$ cat config.mk
export PLATFORM = sky130hd
export DESIGN_NAME = serial_mem_target
export DESIGN_NICKNAME = d
export VERILOG_FILES = /design/src/rtl/serial_mem_target.sv
export SDC_FILE = /design/constraint.sdc
export NUM_CORES = 2
export LEC_CHECK = 0
export BUFFER_PORTS_ARGS = -buffer_cell sky130_fd_sc_hd__buf_2
export CORE_ASPECT_RATIO = 0.5
export CORE_UTILIZATION = 55
export CTS_CLUSTER_DIAMETER = 50
export DETAILED_ROUTE_END_ITERATION = 7
export PLACE_DENSITY = 0.74
export SYNTH_ARGS = -nofsm -noshare
export SYNTH_HDL_FRONTEND = slang
export SYNTH_SLANG_ARGS = --single-unit
$ cat constraint.sdc
create_clock -name clk -period 3.2 [get_ports clk]
set_input_delay 0.64 -clock clk [delete_from_list [all_inputs] [get_ports clk]]
set_output_delay 0.64 -clock clk [all_outputs]
set_load 0.01 [all_outputs]
$ cat src/rtl/serial_mem_target.sv
module serial_mem_target #(
  parameter int ADDR_W      = 6,
  parameter int DATA_W      = 16,
  parameter int PROG_CYCLES = 200
) (
  input  logic clk,
  input  logic rst_n,
  input  logic cs,
  input  logic sk,
  input  logic di,
  output logic dout,
  output logic dout_en
);
  localparam int WORDS    = 1 << ADDR_W;
  localparam int CMD_BITS = 2 + ADDR_W;
  localparam int ALL_BITS = CMD_BITS + DATA_W;
  localparam int CW       = $clog2(ALL_BITS + 2);
  localparam int TW       = $clog2(PROG_CYCLES + 1);

  typedef enum logic [2:0] {K_NONE, K_WRITE, K_ERASE, K_ERAL, K_WRAL, K_EN, K_DIS} kind_t;

  logic [DATA_W-1:0]   mem [WORDS];
  logic [ALL_BITS-1:0] sh;
  logic [CW-1:0]       cnt;
  logic [TW-1:0]       tmr;
  logic [DATA_W-1:0]   rd_word, p_data;
  logic [ADDR_W-1:0]   p_addr;
  logic                p_all, started, rd_active, wen, busy, cs_d, sk_d;
  kind_t               kind;

  wire cs_fall = cs_d & ~cs;
  wire sk_rise = sk & ~sk_d;

  wire [1:0]        c_op   = sh[CMD_BITS-1:CMD_BITS-2];
  wire [1:0]        c_sub  = sh[ADDR_W-1:ADDR_W-2];
  wire [ADDR_W-1:0] c_addr = sh[ADDR_W-1:0];
  wire [1:0]        f_op   = sh[ALL_BITS-1:ALL_BITS-2];
  wire [1:0]        f_sub  = sh[ALL_BITS-3:ALL_BITS-4];
  wire [ADDR_W-1:0] f_addr = sh[DATA_W+ADDR_W-1:DATA_W];
  wire [DATA_W-1:0] f_data = sh[DATA_W-1:0];

  wire              rd_hit  = (cnt == CW'(CMD_BITS - 1)) && (sh[CMD_BITS-2:CMD_BITS-3] == 2'b10);
  wire [ADDR_W-1:0] rd_addr = {sh[ADDR_W-2:0], di};

  always_comb begin
    kind = K_NONE;
    if (cnt == CW'(CMD_BITS)) begin
      if (c_op == 2'b11) kind = K_ERASE;
      else if (c_op == 2'b00) begin
        case (c_sub)
          2'b10:   kind = K_ERAL;
          2'b11:   kind = K_EN;
          2'b00:   kind = K_DIS;
          default: kind = K_NONE;
        endcase
      end
    end else if (cnt == CW'(ALL_BITS)) begin
      if (f_op == 2'b01) kind = K_WRITE;
      else if (f_op == 2'b00 && f_sub == 2'b01) kind = K_WRAL;
    end
  end

  assign dout_en = cs;
  assign dout    = cs & (rd_active ? rd_word[DATA_W-1] : ~busy);

  always_ff @(posedge clk or negedge rst_n) begin
    if (!rst_n) begin
      for (int i = 0; i < WORDS; i++) mem[i] <= '1;
      sh        <= '0;
      cnt       <= '0;
      tmr       <= '0;
      rd_word   <= '0;
      p_data    <= '0;
      p_addr    <= '0;
      p_all     <= 1'b0;
      started   <= 1'b0;
      rd_active <= 1'b0;
      wen       <= 1'b0;
      busy      <= 1'b0;
      cs_d      <= 1'b0;
      sk_d      <= 1'b0;
    end else begin
      cs_d <= cs;
      sk_d <= sk;

      if (busy) begin
        if (tmr == TW'(1)) begin
          busy <= 1'b0;
          if (p_all) for (int i = 0; i < WORDS; i++) mem[i] <= p_data;
          else mem[p_addr] <= p_data;
        end
        tmr <= tmr - TW'(1);
      end

      if (!cs) begin
        started   <= 1'b0;
        cnt       <= '0;
        rd_active <= 1'b0;
      end else if (sk_rise && !busy) begin
        if (!started) begin
          started <= di;
          cnt     <= '0;
        end else if (rd_active) begin
          rd_word <= {rd_word[DATA_W-2:0], 1'b0};
        end else if (cnt < CW'(ALL_BITS)) begin
          sh  <= {sh[ALL_BITS-2:0], di};
          cnt <= cnt + CW'(1);
          if (rd_hit) begin
            rd_active <= 1'b1;
            rd_word   <= mem[rd_addr];
          end
        end else begin
          cnt <= CW'(ALL_BITS + 1);
        end
      end

      if (cs_fall && !busy) begin
        case (kind)
          K_EN:  wen <= 1'b1;
          K_DIS: wen <= 1'b0;
          K_WRITE, K_ERASE, K_ERAL, K_WRAL: if (wen) begin
            busy   <= 1'b1;
            tmr    <= TW'(PROG_CYCLES);
            p_all  <= (kind == K_ERAL) || (kind == K_WRAL);
            p_addr <= (kind == K_WRITE) ? f_addr : c_addr;
            p_data <= (kind == K_WRITE || kind == K_WRAL) ? f_data : '1;
          end
          default: ;
        endcase
      end
    end
  end
endmodule

# Word level (Yosys, flattened, before mapping)
# Index checks and enable logic that the tools add are counted.
# totals
register_bits	1106
latch_bits	0
mem_bits_rw	0
mem_bits_ro	0
input_bits	5
output_inout_bits	2
wordCells	177
n_memories	0
# op_classes
n_addsub	2
mul	0
n_div	0
order_cmp	4
n_eq_ne	19
shift	0
muxes	44
n_bitwise	9
n_reduce_logical	22
# ops
operator	n
bitwise mux 1024 bit	1
two-way mux 1024 bit	1
two-way mux 16 bit	7
binary-select mux 16 bit (select 6 bit)	1
demux 16 bit (select 6 bit)	1
two-way mux 8 bit	4
two-way mux 5 bit	5
two-way mux 3 bit	6
two-way mux 1 bit	15
greater-or-equal comparator 7 bit (second input constant)	2
inverter 6 -> 7 bit	2
AND reduction 5 bit	2
equality test 3 bit (second input constant)	3
one-hot mux 3 bit (3 select lines)	1
equality test 2 bit (second input constant)	4
equality test 8 x 1 -> 1 bit (second input constant)	1
AND reduction 2 bit	4
subtractor 8 x 1 -> 8 bit (second input constant)	1
less-than comparator 7 x 1 -> 1 bit (second input constant)	1
equality test 3 x 2 -> 1 bit (second input constant)	2
zero test 2 bit	3
two-way mux 6 bit	1
nonzero test 2 bit	3
adder 5 x 1 -> 5 bit (second input constant)	1
other kinds (16)	28

# Logic depth before layout (Yosys ltp)
# depth
depth_word	10
ltp_mapped	12

# Worst setup path after synthesis
# Ideal clock, no wire load.
# synth_path
path_kind	register to register
start	register sh[4]
end	register p_addr[0]
setup_ns	0.125
t_arrival_ns	2.693
required_time_ns	3.075
slack_ns	0.382
stages_incl_launch_ff	12
synth_period_minus_slack_ns	2.818
cell_sequence	dfrtp_1 -> inv_1 -> clkbuf_1 -> clkbuf_1 -> ha_1 -> nor2_1 -> o21ai_1 -> and2_1 -> buf_2 -> nor3_2 -> mux2_2 -> mux2_2
# synth_via
elab_chain_cells	8
elab_cells_between_ends	14
# synth_rtl
element	line	text
start: declaration	23	logic [ALL_BITS-1:0] sh;
start signal: assignment	106	sh <= {sh[ALL_BITS-2:0], di};
equality test 2 bit / zero test 2 bit (equally long branches)	50	case (c_sub)
one-hot mux 3 bit (3 select lines) (*)	50	
two-way mux 3 bit (*)	49	else if (c_op == 2'b00) begin
two-way mux 3 bit (*)	48	if (c_op == 2'b11) kind = K_ERASE;
two-way mux 3 bit (*)	47	if (cnt == CW'(CMD_BITS)) begin
equality test 3 x 2 -> 1 bit, or another cell as far along	118	case (kind)
OR reduction 4 bit	118	
AND reduction 3 bit (no line)	-	
end signal: assignment	125	p_addr <= (kind == K_WRITE) ? f_addr : c_addr;
end: declaration	27	logic [ADDR_W-1:0] p_addr;
# Mark *: on every way between the ends. The rest lies on a longest branch, timed or not.
# A chain may end at the register's enable or synchronous reset.

# Worst setup path in the final report
# layout_path
start	register busy
end	register rd_word[6]
# layout_via
elab_chain_cells	3
# layout_rtl
element	line	text
start: declaration	28	logic p_all, started, rd_active, wen, busy, cs_d, sk_d;
start signal: assignment	79	busy <= 1'b0;
start signal: assignment	88	busy <= 1'b0;
start signal: assignment	122	busy <= 1'b1;
zero test 1 bit	99	end else if (sk_rise && !busy) begin
logical AND 1 bit	99	
AND reduction 5 bit (no line)	-	
end signal: assignment	104	rd_word <= {rd_word[DATA_W-2:0], 1'b0};
end signal: assignment	110	rd_word <= mem[rd_addr];
end: declaration	26	logic [DATA_W-1:0] rd_word, p_data;
# No other way between the ends.

==> results.txt <==
The run finished, with violations left. The checks that failed: setup timing. The number of port buffers came out at 6. The fraction of registers with async set/reset is 100%. The final critical-path share of the clock period came out at 100%.

The aggregate global-route resource usage came out at between 20% and 30%. Synthesis produced 3445 cells. TritonCTS created 98 clock buffers. After synthesis, the largest family of logic cells by area is multiplexers.

7 I/O pins were placed. The final number of max-transition violations came out at 0. The worst setup path is launched from a register. The standard-cell row count is 80. For this block, the initial DRC count from the detailed router was approximately 2900. The final setup violation count is 1. The count of flip-flops with a built-in enable after synthesis came out at 0. The least setup slack across all paths after layout came out at -0.0102 ns. The clock tree root buffer cell is sky130_fd_sc_hd__clkbuf_16. In this run, synthesis produced a sequential element count of roughly 1100. The register-to-register setup slack is -0.01 ns. The post-synthesis instance area is roughly 53000 sq um. The synthesized-area fraction occupied by ao, oa, aoi and oai cells is between 3 and 4%.

The DRC violation count after routing is 0. The total power per unit cell area came out at 455 nW/um^2. The multiplexer share of the synthesized area is between 30% and 40%. The post-synthesis share of cell area spent on full adders, half adders and majority gates came out at less than 1%. The required time at the worst-slack endpoint came out at roughly 3.8 ns. In the final layout, the share of cells above drive strength 1 is 79.3%. Once placement completed, the tool counted placed cells totaling 4634. The count of inserted antenna diode cells is 0.

The leakage dissipation is approximately 24 nW. The worst reg2reg path startpoint is busy. The via count of the first global-routing pass came out at between 30000 and 40000. The CTS H-tree depth came out at 3. The most repeated cell in the gate-level netlist after synthesis is sky130_fd_sc_hd__mux2_2.

The area fraction in and, or, nand and nor cells after synthesis came out at 4.37%. Setup repair after global routing left no endpoint under its margin. The final cell count without fillers came out at roughly 4800. The total design power is 0.0266 W. TritonCTS built the clock tree. The number of library cell types mapped by synthesis is between 70 and 80.

The count of endpoints failing hold in the final timing report is 0. The worst reg-to-reg path cell count came out at 6. The routability-driven placement congestion ratio came out at 0.954. The number of nets with antenna violations after detailed routing is 0.

The count of fill cells added during filler insertion came out at 6881. The tightest min-delay check is of the primary input to asynchronous set/reset pin type. In the routed layout, each cell is associated on average with a via count of roughly 6.5. The placeable core area is 95700 sq um. The net count of the mapped netlist came out at around 3500.

For this run the aggregate overflow at the end of global routing stands at 0. The minimum setup slack after placement came out at -0.0223 ns. Timing would allow up to roughly 310 MHz.

After the last flow step, the layout net total stands at 3476. The die width came out at between 400 and 500 um. The capture point of the worst reg-to-reg path is rd_word[6]. The number of antenna violations at the first check in global routing came out at 9. The maximum clock insertion buffer count is 3.

At the pin with the least slew margin, the transition time is between 1 and 1.5 ns. In the post-synthesis netlist, the biggest area contributors are sky130_fd_sc_hd__dfstp_2 50%, sky130_fd_sc_hd__mux2_2 22%, sky130_fd_sc_hd__mux4_2 9.7%. The initial standard-cell utilization of the core came out at between 50% and 60%. The top fanout value on the critical path is 12.

The setup skew after layout is 0.0390 ns. The area added between synthesis and finish is 9.76%. The overall via count from detail_route is between 30000 and 40000.

The post-synthesis average cell area came out at around 15 sq um. The wire-length estimate of the detail-placed layout is between 90 and 100 mm. The die covers around 98000 sq um. The aggregate routed wire length came out at around 140 mm.

The setup path with the least slack is of type register to register. For this run, the register share of the synthesized area comes to 54.3%. The total iterations of the first detailed-routing run is 6.

The worst slew slack as a fraction of its limit is about a tenth. The tightest hold path in the finished design has a slack of between 0.06 and 0.07 ns. From bottom edge to top edge, the die measures around 220 um. IR analysis of the VDD net gives a maximum drop of 0.000420 V. The area taken by multi-input logic gates came out at around 23000 sq um. The largest net degree at the start of global routing came out at 140.

The largest area contributor in the synthesized netlist is sky130_fd_sc_hd__dfstp_2. In the synthesized netlist the dominant register cell turns out to be sky130_fd_sc_hd__dfstp_2. The global-route wire length before repair came out at 212 mm. The combined flip-flop and latch cell area came out at about 29000 sq um. The worst endpoint data arrival time came out at between 3 and 4 ns. The average routed wire per standard cell came out at between 20 and 30 um. The minimum clock period came out at between 3 and 4 ns. The capturing element type of the critical path is a register. The count of synthesis-stage warnings from yosys came out at 0.

The worst-skew pair later-pin latency came out at about 0.7 ns. The count of max-cap constraint violations came out at 0. The fraction of post-synthesis cell area in the top cell type by area is between 50% and 60%.

After Yosys synthesis, XOR and XNOR cells account for less than 1% of the synthesized area. The hold buffer count at cts came out at 0. Sorting the synthesized cells by how often they occur yields 1062 x sky130_fd_sc_hd__mux2_2, 1024 x sky130_fd_sc_hd__dfstp_2, 229 x sky130_fd_sc_hd__mux4_2, 155 x sky130_fd_sc_hd__clkbuf_1, 97 x sky130_fd_sc_hd__a21oi_1.

The clock transition at the registers of the reported paths is roughly 0.070 ns. The clock sink count came out at roughly 1100.
## through the flow
stage / util (%) / setup TNS, ns / area [sq um]
5_1_grt: 61.2 / 0 / 58600
6_report: 61.2 / -0.0102 / 58600
2_1_floorplan: - / 0 / 53400
4_1_cts: 61.2 / 0 / 58600
3_5_place_dp: 57.8 / -0.0223 / 55300
3_3_place_gp: 57.8 / 0 / 55300
## worst max-delay path: stages (launching register included)
cell	delay, ns
sky130_fd_sc_hd__dfrtp_1	0.57
sky130_fd_sc_hd__or3b_2	0.60
sky130_fd_sc_hd__nor2_2	0.25
sky130_fd_sc_hd__nand2_1	0.25
sky130_fd_sc_hd__nor3_1	0.77
sky130_fd_sc_hd__o21ai_0	0.48
sky130_fd_sc_hd__nand4_1	0.23
## kinds of logic after synthesis
kind of cell,Yosys count
XOR/XNOR,10
AO/OA/AOI/OAI,257
adder cells (fa/ha/maj),8
AND/OR/NAND/NOR,348
multiplexers,1393
buffers and inverters,323
flip-flops,1106
## placed cells by master (no fill, tap or decap), drive strengths merged, types with 4 or more instances in the layout
cell     synthesis  routed
a2111oi          9       9
a211oi          10      10
a21oi           97      97
a22oi           38      38
a31oi           11      11
and2            13      13
and3             8       8
and3b            4       4
buf            152     225
clkbuf         155     151
clkinv           0      20
dfrtp           82      82
dfstp         1024    1024
ha               8       8
inv             16      20
mux2          1090    1090
mux2i           68      68
mux4           235     235
nand2           93      93
nand2b           7       7
nand3           23      23
nand4           12      12
nor2           122     122
nor2b           18      18
nor3            13      13
nor3b           11      11
nor4             7       7
o211ai          11      11
o21ai           25      25
o22ai           19      19
o31ai            8       8
o32a             5       5
o32ai            4       4
xnor2            8       8
## how the worst max path moves through the flow
stage	startpoint	slack (ns)	cells after the start	end
after floorplan	sh[4]	0.38	11	p_addr[0]
after global placement	sh[1]	0.004	7	rd_word[6]
after detailed placement	sh[1]	-0.02	7	rd_word[6]
after CTS	sh[1]	0.16	7	rd_word[1]
after global routing	sh[1]	0.03	5	rd_word[8]
final	busy	-0.01	6	rd_word[6]
## per-layer routing
layer	up-vias	GRT usage (%)	wire [um]
met5	-	0.770	126
met2	1116	41.8	61800
met1	17017	43.5	62200
li1	12723	-	-
met4	4	6.46	2760
met3	192	7.49	12700
## sequential cells by signal, summed over array words and instances, names as in the netlist, 5 cells and up
signal and flops:
mem 1024, cnt 5, tmr 8, sh 24, p_data 16, rd_word 16
p_addr 6
## layout make-up
cell class / count / area share, %
Sequential cell: 1106 / 49.5
Multi-Input combinational cell: 2016 / 38.5
Clock buffer: 151 / 5.11
Timing Repair Buffer: 225 / 3.72
Tap cell: 1271 / 2.71
Clock inverter: 26 / 0.402
Inverter: 16 / 0.103
## where the power goes
| group | switching (W) | internal [W] |
|---|---|---|
| Clock | 0.00539 | 0.00662 |
| Combinational | 0.000414 | 0.000155 |
| Sequential | 0.000000581 | 0.0140 |
| Total | 0.00581 | 0.0208 |
## what timing repair did
action                                  CTS  global route
endpoints found under the hold margin     0             0
endpoints found under the setup margin    1             0
setup buffers                             0             0
gates resized for setup                   3             0
Note: power is estimated with default switching activity, not from simulation.
